`config.mk`:
```
export PLATFORM = sky130hd
export DESIGN_NAME = refsel_ctrl
export DESIGN_NICKNAME = d
export VERILOG_FILES = /design/src/rtl/refsel_ctrl.sv
export SDC_FILE = /design/constraint.sdc
export NUM_CORES = 1
export LEC_CHECK = 0
export BUFFER_PORTS_ARGS = -buffer_cell sky130_fd_sc_hd__buf_2
export CORE_MARGIN = 10
export CORE_UTILIZATION = 42
export DETAILED_ROUTE_END_ITERATION = 16
export PLACE_DENSITY_LB_ADDON = 0.12
export SLEW_MARGIN = 20
export SYNTH_ARGS = -nofsm -noshare
export SYNTH_HDL_FRONTEND = slang
export SYNTH_SLANG_ARGS = --single-unit
```
`constraint.sdc`:
```
create_clock -name clk -period 5.9 [get_ports clk]
set_input_delay 1.18 -clock clk [delete_from_list [all_inputs] [get_ports clk]]
set_output_delay 1.18 -clock clk [all_outputs]
set_load 0.02 [all_outputs]
```
`src/rtl/refsel_ctrl.sv`:
```
module refsel_ctrl #(
  parameter int QUAL_CYCLES = 1024
) (
  input  logic       clk,
  input  logic       rst_n,
  input  logic [1:0] mode_sel,
  input  logic       ref_swap,
  input  logic       ref_a,
  input  logic       ref_b,
  input  logic       los_a,
  input  logic       los_b,
  output logic       ref_out,
  output logic       sel_b,
  output logic [1:0] pll_state,
  output logic       switch_stb
);
  localparam int CW = $clog2(QUAL_CYCLES + 1);
  localparam logic [CW-1:0] QUAL_MAX = CW'(QUAL_CYCLES);
  localparam logic [1:0] ST_NORMAL = 2'b00;
  localparam logic [1:0] ST_HOLD   = 2'b01;
  localparam logic [1:0] ST_FREE   = 2'b10;
  localparam logic [1:0] MODE_AUTO = 2'b11;

  typedef enum logic [1:0] {A_FREE, A_PRI, A_SEC, A_HOLD} auto_t;

  logic [1:0]    los_m, los_s;
  logic [CW-1:0] qual_cnt;
  auto_t         fsm, fsm_nx;
  logic [1:0]    state_nx;
  logic          sel_nx;

  always_ff @(posedge clk or negedge rst_n)
    if (!rst_n) begin
      los_m <= 2'b11;
      los_s <= 2'b11;
    end else begin
      los_m <= {los_b, los_a};
      los_s <= los_m;
    end

  wire prim_los = ref_swap ? los_s[1] : los_s[0];
  wire sec_los  = ref_swap ? los_s[0] : los_s[1];
  wire qual_ok  = (qual_cnt == QUAL_MAX);
  wire auto_on  = (mode_sel == MODE_AUTO);

  always_ff @(posedge clk or negedge rst_n)
    if (!rst_n)          qual_cnt <= '0;
    else if (prim_los)   qual_cnt <= '0;
    else if (!qual_ok)   qual_cnt <= qual_cnt + CW'(1);

  always_comb begin
    fsm_nx = fsm;
    case (fsm)
      A_FREE: if (qual_ok) fsm_nx = A_PRI;
      A_PRI:  if (prim_los) fsm_nx = sec_los ? A_HOLD : A_SEC;
      A_SEC:  if (qual_ok) fsm_nx = A_PRI;
              else if (sec_los) fsm_nx = A_HOLD;
      A_HOLD: if (qual_ok) fsm_nx = A_PRI;
              else if (!sec_los) fsm_nx = A_SEC;
      default: fsm_nx = A_FREE;
    endcase
  end

  always_comb begin
    state_nx = mode_sel;
    sel_nx   = ref_swap;
    if (auto_on)
      case (fsm_nx)
        A_PRI:   begin state_nx = ST_NORMAL; sel_nx = ref_swap;  end
        A_SEC:   begin state_nx = ST_NORMAL; sel_nx = !ref_swap; end
        A_HOLD:  begin state_nx = ST_HOLD;   sel_nx = sel_b;     end
        default: begin state_nx = ST_FREE;   sel_nx = sel_b;     end
      endcase
  end

  always_ff @(posedge clk or negedge rst_n)
    if (!rst_n) begin
      fsm        <= A_FREE;
      pll_state  <= ST_FREE;
      sel_b      <= 1'b0;
      switch_stb <= 1'b0;
    end else begin
      fsm        <= auto_on ? fsm_nx : A_FREE;
      pll_state  <= state_nx;
      sel_b      <= sel_nx;
      switch_stb <= (sel_nx != sel_b);
    end

  assign ref_out = sel_b ? ref_b : ref_a;

  a_r1_manual_state: assert property (@(posedge clk) disable iff (!rst_n)
    ($past(rst_n) && $past(mode_sel) != MODE_AUTO) |-> pll_state == $past(mode_sel));

  a_r2_manual_route: assert property (@(posedge clk) disable iff (!rst_n)
    ($past(rst_n) && $past(mode_sel) != MODE_AUTO) |-> sel_b == $past(ref_swap));

  a_r5_secondary_normal: assert property (@(posedge clk) disable iff (!rst_n)
    (fsm == A_SEC) |-> (pll_state == ST_NORMAL && sel_b == !ref_swap) || $past(ref_swap) != ref_swap);

  a_r6_hold_keeps_route: assert property (@(posedge clk) disable iff (!rst_n)
    ($past(rst_n) && fsm == A_HOLD && $past(fsm) == A_HOLD) |-> $stable(sel_b));

  a_r9_strobe_on_change: assert property (@(posedge clk) disable iff (!rst_n)
    ($past(rst_n) && sel_b != $past(sel_b)) |-> switch_stb);
endmodule

```
==> flow_metrics.tcl <==
set metrics [dict create \
    outcome "completed" \
    nets 142 \
    synth-seq-area-share_pct 46.0 \
    crit_type "in -> out" \
    clock_latency_ns 0.31 \
    die_x_um 72.4 \
    maxSlewViolCount 0 \
    ys_async_sr_fraction_pct 100 \
    stdcell_area_um2 1260 \
    hold_ws_ns 0.364 \
    fillers 240 \
    drive_gt1_share_pct 22.2 \
    cts_buffer_depth 2 \
    syn-cell-area_um2 1150 \
    gr-total-overflow 0 \
    io_buffer_count 13 \
    synth_area_per_cell_um2 10.2 \
    drtIter0Drc 46 \
    clock-sinks 21 \
    cts_setup_buffers 0 \
    grt_pass1_wl_mm 3.93 \
    synth-edff-count 0 \
    max_cap_viol_count 0 \
    final.setup.tns_ns 0 \
    grt_antenna_before_repair 0 \
    start_util_pct 45.4 \
    fin_ws_ns 3.05 \
    crit_fanout 1 \
    period_share_pct 48.4 \
    htreeDepth 1 \
    min_path_type "reg -> reg" \
    ys_warn_count 0 \
    power_uw 262 \
    cts_tree "yes" \
    cts_resized 0 \
    power.density_nw_per_um2 208 \
    numCtsBuffers 3 \
    setup_viol 0 \
    vias 906 \
    synthFlopType "dfrtp_1" \
    synth_cell_types 37 \
    cts-root-buf "clkbuf_4" \
    viasPerCell 5.81 \
    place.gp.congestion 0.710 \
    die_h_um 72.4 \
    routed_wl_mm 2.22 \
    area_growth_pct 9.32 \
    hpwl_mm 1.64 \
    leakage_nw 0.536 \
    yosys.area.top_type "dfrtp_1" \
    netlist.area_leader.share_pct 34.7 \
    core_um2 2540 \
    min_period_ns 2.85 \
    grt.total_usage_pct 9.14 \
    synth_area_leaders "dfrtp_1 (35%), dfstp_2 (11%), ha_1 (6.5%), nand2_1 (3.6%), a21oi_1 (3.5%)" \
    mostFrequentLayoutCells "dfrtp_1 (16), buf_2 (13), nand2_1 (11)" \
    diodes 0 \
    synth_nets 128 \
    post-route-drc-count 0 \
    setup.worst_path.end_class "output pin" \
    grt_pass1_vias 862 \
    fmaxAchievable_mhz 350 \
    crit_path_start_kind "primary input" \
    rsz0062_at_grt "false" \
    final_common_cell "dfrtp_1" \
    worst_slew_pin_slew_ns 0.419 \
    slew_headroom_pct 71.2 \
    drtAntennaViolNets 0 \
    dr.pass1.iters 6 \
    ys_seq_elements 21 \
    instances_no_fill 156 \
    dp.cells 152 \
    cp.arrival_ns 1.67 \
    hold_violations 0 \
    design.die.area_um2 5250 \
    finClkSkew_ns 0.00777 \
    clk_pin_slew_ns 0.12 \
    fin_util_pct 49.6 \
    fp-row-count 18 \
    grt_max_degree 22 \
    place_area_um2 1230 \
    hold_buffers 0 \
    ios 14 \
    max-vdd-ir-drop_mv 0.152 \
    wl_per_cell_um 14.3 \
    syn_inst 113 \
    required_ns 4.72 \
    dpl_worst_slack_ns 3.01 \
]
[worst max-delay path: stages]
cell    delay, ns
buf_2        0.09
mux2_2       0.24
buf_2        0.16
[power breakdown]
group	switching, mW	internal (mW)	leakage [nW]
clock network	0.0448	0.0259	0.0139
registers	0.00662	0.152	0.269
logic	0.0204	0.0131	0.254
[cells in the mapped netlist, drive strengths merged (2+ instances only)]
| cell | n |
|---|---|
| buf | 3 |
| or4 | 4 |
| nand3 | 7 |
| ha | 6 |
| dfstp | 5 |
| a21boi | 2 |
| or3 | 2 |
| dfrtp | 16 |
| inv | 5 |
| mux2 | 2 |
| nor2b | 3 |
| nor4 | 2 |
| nor3 | 2 |
| mux2i | 4 |
| nor2 | 2 |
| nand4 | 2 |
| o21ai | 4 |
| xor2 | 3 |
| o31ai | 5 |
| nand2 | 11 |
| nand2b | 2 |
| a21oi | 8 |
[flip-flops by register name, indices dropped and copies added, names as in the netlist]
| register | cells |
|---|---|
| fsm | 2 |
| pll_state | 2 |
| switch_stb | 1 |
| qual_cnt | 11 |
| sel_b | 1 |
| los_m | 2 |
| los_s | 2 |
[per-layer routing]
metal  global-route usage [%]  vias up  part of all wire (%)
li1                         -      441                     -
met1                     10.9      436                    47
met2                     14.5       27                    46
met3                     4.08        2                   6.3
met4                     2.53        0                  0.58
met5                        0        -                     0
[layout make-up]
type,instances,area (um^2),share of cell area (%)
Multi-Input combinational cell,83,579,45.9
Sequential cell,21,532,42.1
Timing Repair Buffer,13,65.1,5.15
Tap cell,30,37.5,2.97
Clock buffer,3,22.5,1.78
Inverter,5,18.8,1.49
Clock inverter,1,7.51,0.595
[kinds of logic after synthesis]
group / after synthesis / synth area share, %
adders and majority gates: 6 / 6.50
buffers and inverters: 9 / 3.79
and+or+nand+nor: 43 / 21.7
AOI/OAI and AO/OA: 24 / 13.5
DFF: 21 / 46.0
muxes: 6 / 5.42
xor gates and xnor gates: 4 / 3.03
[final timing paths]
| check | startpoint | cells past startpoint | to | slack (ns) |
|---|---|---|---|---|
| setup / recovery | ref_b | 3 | ref_out | 3.05 |
| hold / removal | los_m[0] | 0 | los_s[0] | 0.36 |
| setup reg to reg | qual_cnt[2] | 7 | sel_b | 3.69 |
| hold reg to reg | los_m[0] | 0 | los_s[0] | 0.36 |
| max in group asynchronous | rst_n | 1 | pll_state[1] | 4.75 |
| min in group asynchronous | rst_n | 1 | fsm[0] | 0.80 |
No activity file was read; power rests on OpenSTA's default activity.
